==> src/rtl/acc_alu_pkg.sv <==
// Package: shared operation codes and flag bit positions for the accumulator ALU.
// Assumes an 8-bit flag byte with the status nibble in the upper half.
package acc_alu_pkg;

    typedef enum logic [2:0] {
        OP_ADD = 3'd0,
        OP_ADC = 3'd1,
        OP_SUB = 3'd2,
        OP_SBC = 3'd3,
        OP_AND = 3'd4,
        OP_XOR = 3'd5,
        OP_OR  = 3'd6,
        OP_CMP = 3'd7
    } alu_op_e;

    localparam int FLAG_W = 8;
    localparam int FLG_Z  = 7;
    localparam int FLG_N  = 6;
    localparam int FLG_H  = 5;
    localparam int FLG_C  = 4;

    typedef struct packed {
        logic z;
        logic n;
        logic h;
        logic c;
    } status_t;

endpackage

==> src/rtl/acc_alu_addsub.sv <==
// Module: adder/subtractor with carry-in that reports both the full carry and the
// carry or borrow at the half-width boundary. Assumes DATA_W is even.
module acc_alu_addsub #(
    parameter int DATA_W = 8
) (
    input  logic [DATA_W-1:0] a,
    input  logic [DATA_W-1:0] b,
    input  logic              subtract,
    input  logic              cin,
    output logic [DATA_W-1:0] sum,
    output logic              carry,
    output logic              half
);
    localparam int HALF_W = DATA_W / 2;

    logic [DATA_W:0] wide;
    logic [HALF_W:0] nib;

    // Full-width and lower-half arithmetic, carry-in folded into both.
    always_comb begin
        if (subtract) begin
            wide = {1'b0, a} - {1'b0, b} - {{DATA_W{1'b0}}, cin};
            nib  = {1'b0, a[HALF_W-1:0]} - {1'b0, b[HALF_W-1:0]} - {{HALF_W{1'b0}}, cin};
        end else begin
            wide = {1'b0, a} + {1'b0, b} + {{DATA_W{1'b0}}, cin};
            nib  = {1'b0, a[HALF_W-1:0]} + {1'b0, b[HALF_W-1:0]} + {{HALF_W{1'b0}}, cin};
        end
    end

    // Result bits and the two carry/borrow indications.
    always_comb begin
        sum   = wide[DATA_W-1:0];
        carry = wide[DATA_W];
        half  = nib[HALF_W];
    end

endmodule

==> src/rtl/acc_alu_bitwise.sv <==
// Module: bitwise AND / XOR / OR unit. sel: 0 = AND, 1 = XOR, 2 or 3 = OR.
// Assumes the caller decodes which operation is logical.
module acc_alu_bitwise #(
    parameter int DATA_W = 8
) (
    input  logic [DATA_W-1:0] a,
    input  logic [DATA_W-1:0] b,
    input  logic [1:0]        sel,
    output logic [DATA_W-1:0] y
);
    // Select the bitwise function.
    always_comb begin
        unique case (sel)
            2'd0:    y = a & b;
            2'd1:    y = a ^ b;
            default: y = a | b;
        endcase
    end

endmodule

==> src/rtl/acc_alu_flagreg.sv <==
// Module: packed flag register {Z,N,H,C,0000}. A direct write takes priority over an
// operation update. Synchronous active-low reset to zero.
module acc_alu_flagreg
    import acc_alu_pkg::*;
(
    input  logic              clk,
    input  logic              rst_n,
    input  logic              upd_en,
    input  status_t           upd_flags,
    input  logic              wr_en,
    input  logic [FLAG_W-1:0] wr_data,
    output logic [FLAG_W-1:0] flags_q
);
    // Capture flags: reset, then direct write, then operation update, else hold.
    always_ff @(posedge clk) begin
        if (!rst_n) begin
            flags_q <= '0;
        end else if (wr_en) begin
            flags_q <= {wr_data[FLAG_W-1:4], 4'b0000};
        end else if (upd_en) begin
            flags_q <= {upd_flags, 4'b0000};
        end
    end

    assert_low_nibble_zero_R8: assert property (@(posedge clk) disable iff (!rst_n)
        wr_en |=> flags_q[3:0] == 4'b0000);

    assert_hold_when_idle_R9: assert property (@(posedge clk) disable iff (!rst_n)
        (!wr_en && !upd_en) |=> $stable(flags_q));

    assert_direct_write_wins_R10: assert property (@(posedge clk) disable iff (!rst_n)
        (wr_en && upd_en) |=> flags_q[7:4] == $past(wr_data[7:4]));

endmodule

==> src/rtl/acc_alu.sv <==
// Module: top of the 8-bit accumulator ALU. Decodes the operation code, runs the
// arithmetic and bitwise datapaths, forms the new status and the write-back strobe.
// Assumes result consumers sample alu_result in the same cycle as op_valid.
module acc_alu
    import acc_alu_pkg::*;
#(
    parameter int DATA_W = 8
) (
    input  logic              clk,
    input  logic              rst_n,
    input  logic              op_valid,
    input  logic [2:0]        op_code,
    input  logic [DATA_W-1:0] opnd_a,
    input  logic [DATA_W-1:0] opnd_b,
    input  logic              flag_wr,
    input  logic [FLAG_W-1:0] flag_wdata,
    output logic [DATA_W-1:0] alu_result,
    output logic              res_we,
    output logic [FLAG_W-1:0] flags
);
    alu_op_e           op;
    logic              is_sub;
    logic              is_logic;
    logic              use_cin;
    logic              cin;
    logic [DATA_W-1:0] arith_y;
    logic              arith_c;
    logic              arith_h;
    logic [DATA_W-1:0] logic_y;
    logic [1:0]        logic_sel;
    status_t           nxt;

    // Decode the operation class and the carry-in source.
    always_comb begin
        op        = alu_op_e'(op_code);
        is_sub    = (op == OP_SUB) || (op == OP_SBC) || (op == OP_CMP);
        is_logic  = (op == OP_AND) || (op == OP_XOR) || (op == OP_OR);
        use_cin   = (op == OP_ADC) || (op == OP_SBC);
        cin       = use_cin & flags[FLG_C];
        logic_sel = (op == OP_AND) ? 2'd0 : (op == OP_XOR) ? 2'd1 : 2'd2;
    end

    acc_alu_addsub #(.DATA_W(DATA_W)) u_addsub (
        .a        (opnd_a),
        .b        (opnd_b),
        .subtract (is_sub),
        .cin      (cin),
        .sum      (arith_y),
        .carry    (arith_c),
        .half     (arith_h)
    );

    acc_alu_bitwise #(.DATA_W(DATA_W)) u_bitwise (
        .a   (opnd_a),
        .b   (opnd_b),
        .sel (logic_sel),
        .y   (logic_y)
    );

    // Pick the result and build the new status nibble.
    always_comb begin
        alu_result = is_logic ? logic_y : arith_y;
        nxt.z      = (alu_result == '0);
        nxt.n      = is_sub;
        nxt.h      = is_logic ? (op == OP_AND) : arith_h;
        nxt.c      = is_logic ? 1'b0 : arith_c;
        res_we     = op_valid && (op != OP_CMP);
    end

    acc_alu_flagreg u_flagreg (
        .clk       (clk),
        .rst_n     (rst_n),
        .upd_en    (op_valid),
        .upd_flags (nxt),
        .wr_en     (flag_wr),
        .wr_data   (flag_wdata),
        .flags_q   (flags)
    );

    assert_cmp_no_writeback_R7: assert property (@(posedge clk) disable iff (!rst_n)
        (op_valid && op_code == 3'd7) |-> !res_we);

    assert_idle_no_writeback_R7: assert property (@(posedge clk) disable iff (!rst_n)
        !op_valid |-> !res_we);

    assert_zero_flag_R5: assert property (@(posedge clk) disable iff (!rst_n)
        (op_valid && !flag_wr && op_code != 3'd7) |=>
            flags[FLG_Z] == ($past(alu_result) == '0));

    assert_sub_flag_R4: assert property (@(posedge clk) disable iff (!rst_n)
        (op_valid && !flag_wr) |=>
            flags[FLG_N] == ($past(op_code) == 3'd2 || $past(op_code) == 3'd3 ||
                             $past(op_code) == 3'd7));

    assert_and_flags_R6: assert property (@(posedge clk) disable iff (!rst_n)
        (op_valid && !flag_wr && op_code == 3'd4) |=> flags[5:4] == 2'b10);

endmodule

==> config.mk <==
export PLATFORM = sky130hd
export DESIGN_NAME = acc_alu
export DESIGN_NICKNAME = d
export VERILOG_FILES = /design/src/rtl/acc_alu_pkg.sv /design/src/rtl/acc_alu_addsub.sv /design/src/rtl/acc_alu_bitwise.sv /design/src/rtl/acc_alu_flagreg.sv /design/src/rtl/acc_alu.sv
export SDC_FILE = /design/constraint.sdc
export NUM_CORES = 1
export LEC_CHECK = 0
export ABC_AREA = 1
export BUFFER_PORTS_ARGS = -buffer_cell sky130_fd_sc_hd__buf_2
export CAP_MARGIN = 20
export CORE_MARGIN = 10
export CORE_UTILIZATION = 40
export DETAILED_ROUTE_END_ITERATION = 10
export PLACE_DENSITY = 0.61
export SLEW_MARGIN = 10
export SYNTH_ARGS = -nofsm -noshare
export SYNTH_HDL_FRONTEND = slang
export SYNTH_HIERARCHICAL = 1
export SYNTH_SLANG_ARGS = --single-unit
==> constraint.sdc <==
create_clock -name clk -period 4.1 [get_ports clk]
set_input_delay 0.82 -clock clk [delete_from_list [all_inputs] [get_ports clk]]
set_output_delay 0.82 -clock clk [all_outputs]
set_load 0.005 [all_outputs]
### Yosys cells after proc, flatten, opt, wreduce, memory -nomap -nowiden

Index checks and enable logic that the tools add are counted.

| cells by class | value |
|---|---|
| reduce and logical (&&, ||, !) cells | 9 |
| add/sub/neg operators | 8 |
| bitwise logic cells | 4 |
| equality and inequality tests | 9 |
| mux-type cells | 10 |

Operators by type and width:

| kind | count |
|---|---|
| two-way mux 8 bit | 3 |
| one-hot mux 8 bit (2 select lines) | 1 |
| equality test 3 bit (second input constant) | 4 |
| adder 8 x 8 -> 9 bit | 1 |
| adder 9 x 1 -> 9 bit | 1 |
| two-way mux 9 bit | 1 |
| subtractor 8 x 8 -> 9 bit | 1 |
| subtractor 9 x 1 -> 9 bit | 1 |
| AND 8 bit | 1 |
| logical NOT 8 bit | 1 |
| OR 8 bit | 1 |
| XOR 8 bit | 1 |
| equality test 3 x 2 -> 1 bit (second input constant) | 2 |
| adder 4 x 4 -> 5 bit | 1 |
| adder 5 x 1 -> 5 bit | 1 |
| logical OR 1 bit | 5 |
| two-way mux 5 bit | 1 |
| subtractor 4 x 4 -> 5 bit | 1 |
| subtractor 5 x 1 -> 5 bit | 1 |
| two-way mux 2 bit | 2 |
| equality test 3 x 1 -> 1 bit (second input constant) | 1 |
| inequality test 3 bit (second input constant) | 1 |
| equality test 2 x 1 -> 1 bit (second input constant) | 1 |
| logical NOT 2 bit | 1 |
| other kinds (4) | 5 |

| storage, ports and cells | value |
|---|---|
| register bits after elaboration | 4 |
| output and inout port bits | 17 |
| input port bits | 31 |
| word-level logic and storage cells | 41 |

### Longest topological paths before layout

Gate-level depths: netlist (run 1).

| logic depth | value |
|---|---|
| word-level depth | 9 |
| depth in mapped cells | 22 |

### By module

Netlist (run 1), hierarchy kept.

Modules (own cells, without submodules):

| module | cells an instance | area each (um2) | instances | seq. area each (um2) |
|---|---|---|---|---|
| acc_alu_addsub | 176 | 997.2 | 1 | 0.0 |
| acc_alu_bitwise | 76 | 464.2 | 1 | 0.0 |
| acc_alu | 51 | 241.5 | 1 | 0.0 |
| acc_alu_flagreg | 35 | 224.0 | 1 | 80.1 |

### Least setup slack after synthesis (run 1)

No wires, ideal clock.

| timing | value |
|---|---|
| path type | input-to-output |
| start | in op_code[2] |
| end | out alu_result[4] |
| stages on the path | 14 |
| required time | 3.280 ns |
| data arrival time | 2.455 ns |
| setup slack | 0.825 ns |
| cell sequence | buf_4 > nor2_1 > inv_1 > fa_1 > inv_1 > fa_1 > inv_1 > o21ai_0 > nand2_1 > a21oi_1 > o21ai_0 > o21ai_0 > nand2_1 > nand2_1 |

| between the ends | value |
|---|---|
| cells in the longest elaborated chain, start to end | 6 |
| elaborated cells on any way between the ends | 22 |
| those cells by class | add/sub: 2; eq/ne: 8; mux: 5; bitwise: 1; reduce/logical: 6 |

RTL lines:

| item | RTL line | text |
|---|---|---|
| start, declared | acc_alu.sv:12 | `input logic [2:0] op_code,` |
| equality test 3 x 1 -> 1 bit / equality test 3 x 2 -> 1 bit (equally long branches) | acc_alu.sv:38 | `use_cin = (op == OP_ADC) \|\| (op == OP_SBC);` |
| logical OR 1 bit (*) | acc_alu.sv:38 |  |
| AND 1 bit (*) | acc_alu.sv:39 | `cin = use_cin & flags[FLG_C];` |
| named net cin | acc_alu.sv:25 | `logic cin;` |
| adder 9 x 1 -> 9 bit / subtractor 9 x 1 -> 9 bit (equally long branches) | acc_alu_addsub.sv:25, acc_alu_addsub.sv:22 |  |
| two-way mux 9 bit (*) | acc_alu_addsub.sv:21 | `if (subtract) begin` |
| named net arith_y[4] | acc_alu.sv:26 | `logic [DATA_W-1:0] arith_y;` |
| two-way mux 8 bit (*) | acc_alu.sv:62 | `alu_result = is_logic ? logic_y : arith_y;` |
| end, declared | acc_alu.sv:17 | `output logic [DATA_W-1:0] alu_result,` |

The timed path passes the listed nets; every way through them passes the cells marked *.

### Final worst setup path (run 1)

| timing | value |
|---|---|
| start | in op_code[2] |
| end | out alu_result[5] |

Same word-level chain as after synthesis.

==> results of run 1 <==
-- path summary, 6_finish.rpt --
| path | start | endpoint | slack [ps] | cells after the start |
|---|---|---|---|---|
| setup / recovery | op_code[2] | alu_result[5] | 390 | 14 |
| setup reg to reg | u_flagreg/flags_q[4] | u_flagreg/flags_q[7] | 1420 | 22 |
| hold / removal | u_flagreg/flags_q[6] | u_flagreg/flags_q[6] | 540 | 4 |
| hold reg to reg | u_flagreg/flags_q[6] | u_flagreg/flags_q[6] | 540 | 4 |
-- worst max-delay path, stage by stage --
cell	delay, ps
buf_2	190
nor2_2	220
inv_1	80
fa_1	510
inv_1	60
ha_1	170
o21ai_0	240
nand3_1	110
nand2_1	70
nand3_1	70
nand2_1	90
nand2_1	60
nand2_1	80
buf_2	120
-- power by group --
group	leakage [nW]	internal (W)	switching (W)
clock network	0.0216	0.0000625	0.0000200
logic	1.34	0.000105	0.000167
registers	0.0330	0.0000417	0.00000129
-- layer usage --
layer,part of all wire,vias up
met5,0,-
met4,0.0055,0
met3,0.064,2
met2,0.46,45
met1,0.47,851
li1,-,1103
-- logic make-up (layout without fill, tap and decap cells) --
kind of cell,Yosys count,after routing,synth area share
other,1,4,0.00195
AO/OA/AOI/OAI,22,22,0.0623
AND/OR/NAND/NOR,177,177,0.403
flip-flops,4,4,0.0416
adder cells (fa/ha/maj),41,41,0.282
buffers and inverters,90,125,0.195
XOR/XNOR,3,3,0.0136
-- placed cells by master (no fill, tap or decap), types with 3 or more instances in the layout --
cell	instances
nand2_1	96
inv_1	78
nand3_1	53
buf_2	39
ha_1	37
nor2_1	12
o21ai_0	11
a21oi_1	8
nand2_2	7
fa_1	4
conb_1	4
dfxtp_1	4
nor2_2	3
clkbuf_8	3
inv_2	3
-- layout make-up --
type	count	area, µm²	area share
flip-flops and latches	4	80.1	0.0366
clock buffers	3	41.3	0.0189
well taps	54	67.6	0.0309
multi-input cells	247	1480	0.678
repair buffers	41	210	0.0961
inverters	81	304	0.139
-- through the flow --
step,total power (W),hold WS [ps],cells,util,worst slack (ps)
2_1_floorplan,0.000238,529,341,-,825
5_1_grt,0.000453,606,430,0.466,71.3
3_3_place_gp,0.000314,523,427,0.457,324
6_report,0.000398,541,430,0.466,395
3_5_place_dp,0.000318,534,427,0.457,272
4_1_cts,0.000404,544,430,0.466,259
==> impl_metrics.json, run 1 <==
{
  "clock_latency_ps": 220,
  "synth_most_common_cell": "nand2_1",
  "synth-main-ff-cell": "dfxtp_1",
  "end_kind": "output pin",
  "synth_top_cell_by_area": "ha_1",
  "clk_pin_slew_ps": 30,
  "period_share": 0.904,
  "area_growth_pct": 13.5,
  "wire_per_inst_um": 11.4,
  "firstDrtPassIters": 4,
  "grt_pass1_vias": 1969,
  "fin_tns_setup_ps": 0,
  "clock_skew_ps": 0.671,
  "synth_area_leaders": "ha_1, nand2_1, inv_1",
  "outcome": "finished clean",
  "via_per_inst": 4.65,
  "use_met3": 0.0237,
  "cts.sink_count": 4,
  "fin_crit_ps": 3710,
  "dp_hpwl_um": 4310,
  "ys_types": 25,
  "crit_fanout": 14,
  "async_reset_ff_frac": 0,
  "antenna_found_initial": 0,
  "grt_overflow": 0,
  "top_regs": "u_flagreg/flags_q: 4 flops",
  "die_area_mm2": 0.00799,
  "grt_util_met1": 0.160,
  "p_leak_nw": 1.39,
  "crit_type": "input pin to output pin",
  "ctsHoldBuffers": 0,
  "critPathArrivalTime_ps": 2890,
  "rsz0062_at_grt": "no",
  "final_hold_viol_count": 0,
  "use_met2": 0.231,
  "ys_ff_latch": 4,
  "cts_resized": 0,
  "htreeDepth": 1,
  "numCtsBuffers": 3,
  "die_w_um": 89.4,
  "placed_area_mm2": 0.00214,
  "syn_inst": 338,
  "die_h_um": 89.4,
  "power_density_mw_per_mm2": 182,
  "track_usage": 0.130,
  "largest_reg_flops": 4,
  "slew_violations": 0,
  "clockRootBuffer": "clkbuf_8",
  "initialDrtViolationCount": 54,
  "avgSynthCellArea_um2": 5.70,
  "yosysWarningCount": 6,
  "synth_top_area_share": 0.240,
  "drive_above_1_share": 0.162,
  "worst_setup_path_start_kind": "input pin",
  "fin_area_mm2": 0.00219,
  "final_nets": 450,
  "cts_tree": "built",
  "port-buffer-count": 39,
  "synth-edff-count": 0,
  "drt_wl_total_um": 4900,
  "gp_congestion": 0.822,
  "antenna_cells": 0,
  "synth.yosys.seq_area_share": 0.0416,
  "busiest_layer": "met2",
  "fp.coreArea_mm2": 0.00469,
  "netlist_area_mm2": 0.00193,
  "setup_viol": 0,
  "cts_setup_buffers": 0,
  "drc": 0,
  "grt_max_degree": 15,
  "clk_path_buf_depth": 2,
  "grt_pass1_wl_um": 8550,
  "start_util": 0.411,
  "ant_nets": 0,
  "maxCapViolations": 0,
  "largest_register": "u_flagreg/flags_q",
  "fmaxAchievable_ghz": 0.270,
  "yosys-top-cells-count": "nand2_1, inv_1, nand3_1",
  "num_vias": 2001,
  "rows": 25,
  "io_pins": 48,
  "crit_required_ps": 3280,
  "vdd_ir_drop_max_mv": 0.0788,
  "fill_cells": 529,
  "hold_class": "flop to flop"
}
(Power assumes the default switching activity.)
==> run 2, diff against run 1 <==
Settings changed: PLACE_DENSITY 0.61 to unset, PLACE_DENSITY_LB_ADDON set to 0.25.
==> impl_metrics.json, run 2 (synthesis gave the netlist of run 1 again) <==
{
  "drc": 0,
  "worst_setup_path_start_kind": "input pin",
  "fin_tns_setup_ps": 0,
  "ant_nets": 0,
  "dp_hpwl_um": 4250,
  "period_share": 0.925,
  "die_w_um": 89.4,
  "place_ws_ps": 290,
  "via_per_inst": 4.67,
  "p_leak_nw": 1.39,
  "io_pins": 48,
  "top_regs": "u_flagreg/flags_q: 4 flops",
  "power_density_mw_per_mm2": 182,
  "crit_type": "input pin to output pin",
  "setup_viol": 0,
  "numCtsBuffers": 3,
  "clockRootBuffer": "clkbuf_8",
  "antenna_found_initial": 0,
  "vdd_ir_drop_max_mv": 0.0733,
  "final_nets": 450,
  "cts_tree": "built",
  "htreeDepth": 1,
  "grt_overflow": 0,
  "crit_fanout": 14,
  "clk_pin_slew_ps": 30,
  "fp.coreArea_mm2": 0.00469,
  "die_area_mm2": 0.00799,
  "slew_violations": 0,
  "layout_commonest_cell": "nand2_1",
  "end_kind": "output pin",
  "rsz0062_at_grt": "no",
  "final_cell_mix": "nand2_1, inv_1, nand3_1",
  "cts_setup_buffers": 0,
  "drive_above_1_share": 0.160,
  "hold_path_depth": 4,
  "ff2ff_setup_slack_ps": 1360,
  "final_hold_viol_count": 0,
  "largest_register": "u_flagreg/flags_q",
  "clk_path_buf_depth": 2,
  "hold_class": "flop to flop",
  "largest_reg_flops": 4,
  "clock_skew_ps": 2.77,
  "area_growth_pct": 13.4,
  "gp_congestion": 0.834,
  "grt_pass1_vias": 1893,
  "setup_ws_ps": 309,
  "track_usage": 0.124,
  "fill_cells": 535,
  "cts.sink_count": 4,
  "antenna_cells": 0,
  "die_h_um": 89.4,
  "grt_pass1_wl_um": 8160,
  "firstDrtPassIters": 4,
  "outcome": "finished clean",
  "grt_max_degree": 15,
  "placedCellCount": 427,
  "wire_per_inst_um": 11.4,
  "maxCapViolations": 0,
  "fin_crit_ps": 3790,
  "port-buffer-count": 39,
  "initialDrtViolationCount": 97,
  "reg2reg_depth": 22,
  "num_vias": 2008,
  "fin_cells": 430,
  "crit_required_ps": 3280,
  "critPathArrivalTime_ps": 2970,
  "start_util": 0.411,
  "drt_wl_total_um": 4910,
  "ctsHoldBuffers": 0,
  "cts_resized": 0,
  "fmaxAchievable_ghz": 0.264,
  "rows": 25,
  "clock_latency_ps": 220
}
-- run 2: final cells by class --
type	instances	area, µm²	share of cell area
clock buffer	3	41.3	0.0189
multi-input combinational	247	1480	0.678
tap	54	67.6	0.0309
sequential	4	80.1	0.0367
timing repair buffer	41	210	0.0962
inverter	81	304	0.139
-- run 2: through the flow --
step	utilization	instance area (µm²)	total power, W	hold slack [ps]
floorplan	-	1940	0.000238	529
global placement	0.457	2140	0.000313	525
detailed placement	0.457	2140	0.000317	532
CTS	0.466	2180	0.000403	540
global route	0.466	2180	0.000449	575
finish	0.466	2180	0.000398	546
-- run 2: metal layers --
| layer | up-vias | GRT usage | wire length (µm) |
|---|---|---|---|
| met5 | - | 0 | 0 |
| met4 | 0 | 0.0145 | 25 |
| met3 | 2 | 0.0237 | 301 |
| met2 | 54 | 0.208 | 2250 |
| met1 | 848 | 0.162 | 2330 |
| li1 | 1104 | - | - |
-- run 2: report_power, final --
| part | switching (W) | internal [W] | total (W) |
|---|---|---|---|
| clock | 0.0000198 | 0.0000625 | 0.0000823 |
| combinational | 0.000167 | 0.000105 | 0.000273 |
| sequential | 0.00000130 | 0.0000417 | 0.0000430 |
-- run 2: critical path, cell delays in order --
cell	delay (ps)
buf_2	180
nor2_1	270
inv_1	90
fa_1	520
inv_1	70
ha_1	170
o21ai_0	260
nand3_1	110
nand2_1	70
nand3_1	70
nand2_1	90
nand2_1	60
nand2_1	70
buf_2	120
-- run 2: path summary, 6_finish.rpt --
path / end / startpoint
setup reg to reg: u_flagreg/flags_q[7] / u_flagreg/flags_q[4]
hold reg to reg: u_flagreg/flags_q[6] / u_flagreg/flags_q[6]
hold / removal: u_flagreg/flags_q[6] / u_flagreg/flags_q[6]
setup / recovery: alu_result[5] / op_code[2]
==> run 3, diff against run 2 <==
Settings changed: ABC_AREA 1 to unset, CORE_ASPECT_RATIO set to 0.75, SLEW_MARGIN 10 to 25.
==> impl_metrics.json, run 3 <==
{
  "drt_wl_total_um": 4440,
  "clock_skew_ps": 1.48,
  "wire_per_inst_um": 13.5,
  "place_ws_ps": -180,
  "via_per_inst": 4.88,
  "initialDrtViolationCount": 82,
  "ys_types": 43,
  "cts.sink_count": 4,
  "drive_above_1_share": 0.292,
  "layout_commonest_cell": "inv_1",
  "outcome": "finished with violations",
  "r2r-end": "u_flagreg/flags_q[7]",
  "largest_register": "u_flagreg/flags_q",
  "clk_pin_slew_ps": 30,
  "routed-wl-met3_um": 252,
  "num_vias": 1602,
  "clk_path_buf_depth": 2,
  "rsz0062_at_grt": "yes",
  "start_util": 0.409,
  "die_area_mm2": 0.00763,
  "crit_required_ps": 3280,
  "fin_cells": 328,
  "setup_viol": 1,
  "met1_length_um": 2210,
  "end_kind": "output pin",
  "avgSynthCellArea_um2": 8.13,
  "critPathSlowestCell": "fa_2",
  "numCtsBuffers": 3,
  "grt_pass1_vias": 1586,
  "fin_area_mm2": 0.00222,
  "hold_class": "flop to flop",
  "r2r_start": "u_flagreg/flags_q[4]",
  "p_leak_nw": 1.23,
  "totalPowerFinal_w": 0.000431,
  "period_share": 1.01,
  "grt_pass1_wl_um": 7410,
  "grt_overflow": 0,
  "fmaxAchievable_ghz": 0.243,
  "synth.yosys.seq_area_share": 0.0444,
  "slew_headroom": 0.653,
  "port-buffer-count": 39,
  "power_density_mw_per_mm2": 194,
  "largest_reg_flops": 4,
  "ff2ff_setup_slack_ps": 900,
  "worst_setup_path_start_kind": "input pin",
  "slew_violations": 0,
  "htreeDepth": 1,
  "yosysWarningCount": 6,
  "min_from": "u_flagreg/flags_q[6]",
  "ant_nets": 0,
  "clockRootBuffer": "clkbuf_8",
  "cp_slowest_stage_delay_ps": 360,
  "maxCapViolations": 0,
  "antenna_found_initial": 0,
  "synth_area_leaders": "ha_1, mux2i_1, inv_1",
  "path_cells": "buf_8 > inv_4 > nor3b_4 > buf_4 > inv_2 > fa_2 > nor2_2 > a221oi_2 > o41ai_2 > buf_4 > mux2_4 > a211o_1 > mux2_4 > buf_6",
  "crit_type": "input pin to output pin",
  "io_pins": 48,
  "area_growth_pct": 22.7,
  "fp.coreArea_mm2": 0.00441,
  "dp_hpwl_um": 3720,
  "crit_path_end": "alu_result[7]",
  "routed.top_layer": "met3",
  "gp_congestion": 0.847,
  "top_regs": "u_flagreg/flags_q: 4 flops",
  "final_hold_viol_count": 0,
  "synth-main-ff-cell": "dfxtp_1",
  "placed_area_mm2": 0.00211,
  "final_cell_mix": "inv_1, ha_1, buf_2",
  "rows": 21,
  "ys_ff_latch": 4,
  "netlist_area_mm2": 0.00181,
  "ctsHoldBuffers": 0,
  "worst_slew_pin_slew_ps": 514,
  "yosys-top-cells-count": "inv_1, ha_1, mux2i_1",
  "async_reset_ff_frac": 0,
  "fin_crit_ps": 4120,
  "die_h_um": 78.2,
  "reg2reg_depth": 15,
  "vdd_ir_drop_max_mv": 0.196,
  "startpoint": "op_code[0]",
  "synth_most_common_cell": "inv_1",
  "antenna_cells": 0,
  "placedCellCount": 324,
  "drc": 0,
  "crit_fanout": 2,
  "grt_max_degree": 16,
  "die_w_um": 97.6,
  "setup_ws_ps": -21.2,
  "clock_latency_ps": 210,
  "synth-edff-count": 0,
  "cts_tree": "built",
  "syn_inst": 222,
  "synth_top_cell_by_area": "ha_1",
  "failed_checks": "negative setup slack",
  "firstDrtPassIters": 4,
  "critPathArrivalTime_ps": 3300,
  "track_usage": 0.111,
  "final_nets": 345,
  "wl_met2_um": 1970,
  "synth_top_area_share": 0.256
}
run 3: cell count changes after synthesis, moves of 4 or more:
cell      change
nor4_1        +5
inv_1        -34
o21ai_0       -5
nor2_1        -7
nand2_2       -7
nand2_1      -88
o211a_1       +4
xnor2_1      +10
nor3_1        +4
mux2i_1      +20
nand2b_1      +4
mux2_2        +9
nand3_1      -52
mux2_1        +5
run 3: layout make-up:
cell class	count	area, µm²
multi-input combinational	166	1530
inverter	46	175
clock buffer	3	41.3
fill	445	2200
timing repair buffer	52	315
sequential	4	80.1
tap	57	71.3
run 3: timing repair:
item | 4_1_cts | 5_1_grt
pin swaps | 3 | 6
gates resized for setup | 5 | 12
setup endpoints to repair | 2 | 3
buffers inserted | 0 | 1
run 3: critical path: cells and delay by family:
kind                       cells  cell delay, ps
buffers and inverters          6             590
adders and majority gates      1             360
muxes                          2             570
AOI/OAI and AO/OA              3             640
and+or+nand+nor                2             310
run 3: report_power, final:
group / internal [W] / switching, W / total, W
combinational: 0.000150 / 0.000156 / 0.000307
clock: 0.0000624 / 0.0000181 / 0.0000805
sequential: 0.0000423 / 0.00000136 / 0.0000436
run 3: per-stage QoR:
stage	utilization	TNS, ps	hold slack (ps)
after floorplan	-	0	582
after global placement	0.478	-140	572
after CTS	0.491	-16.2	599
after detailed placement	0.478	-203	581
after global routing	0.502	-155	629
final	0.502	-21.2	588
run 3: metal layers:
metal,up-vias,global-route usage
met3,0,0.0254
met5,-,0
li1,848,-
met1,721,0.156
met2,33,0.175
met4,0,0.0101
run 3: kinds of logic (layout without fill, tap and decap cells):
logic type | Yosys count | in the layout | synth area share
flops | 4 | 4 | 0.0444
buf+inv | 55 | 101 | 0.132
fa+ha+maj | 41 | 41 | 0.301
simple gates | 38 | 38 | 0.112
other cells | 1 | 4 | 0.00208
compound gates | 37 | 37 | 0.152
xor+xnor | 12 | 12 | 0.0582
mux | 34 | 34 | 0.198
run 3: worst min path at each step:
| stage | slack, ps | endpoint | depth (start not counted) |
|---|---|---|---|
| 2_1_floorplan | 580 | u_flagreg/flags_q[5] | 2 |
| 3_3_place_gp | 570 | u_flagreg/flags_q[6] | 2 |
| 3_5_place_dp | 580 | u_flagreg/flags_q[5] | 2 |
| 4_1_cts | 600 | u_flagreg/flags_q[6] | 2 |
| 5_1_grt | 630 | u_flagreg/flags_q[7] | 2 |
| 6_report | 590 | u_flagreg/flags_q[6] | 2 |
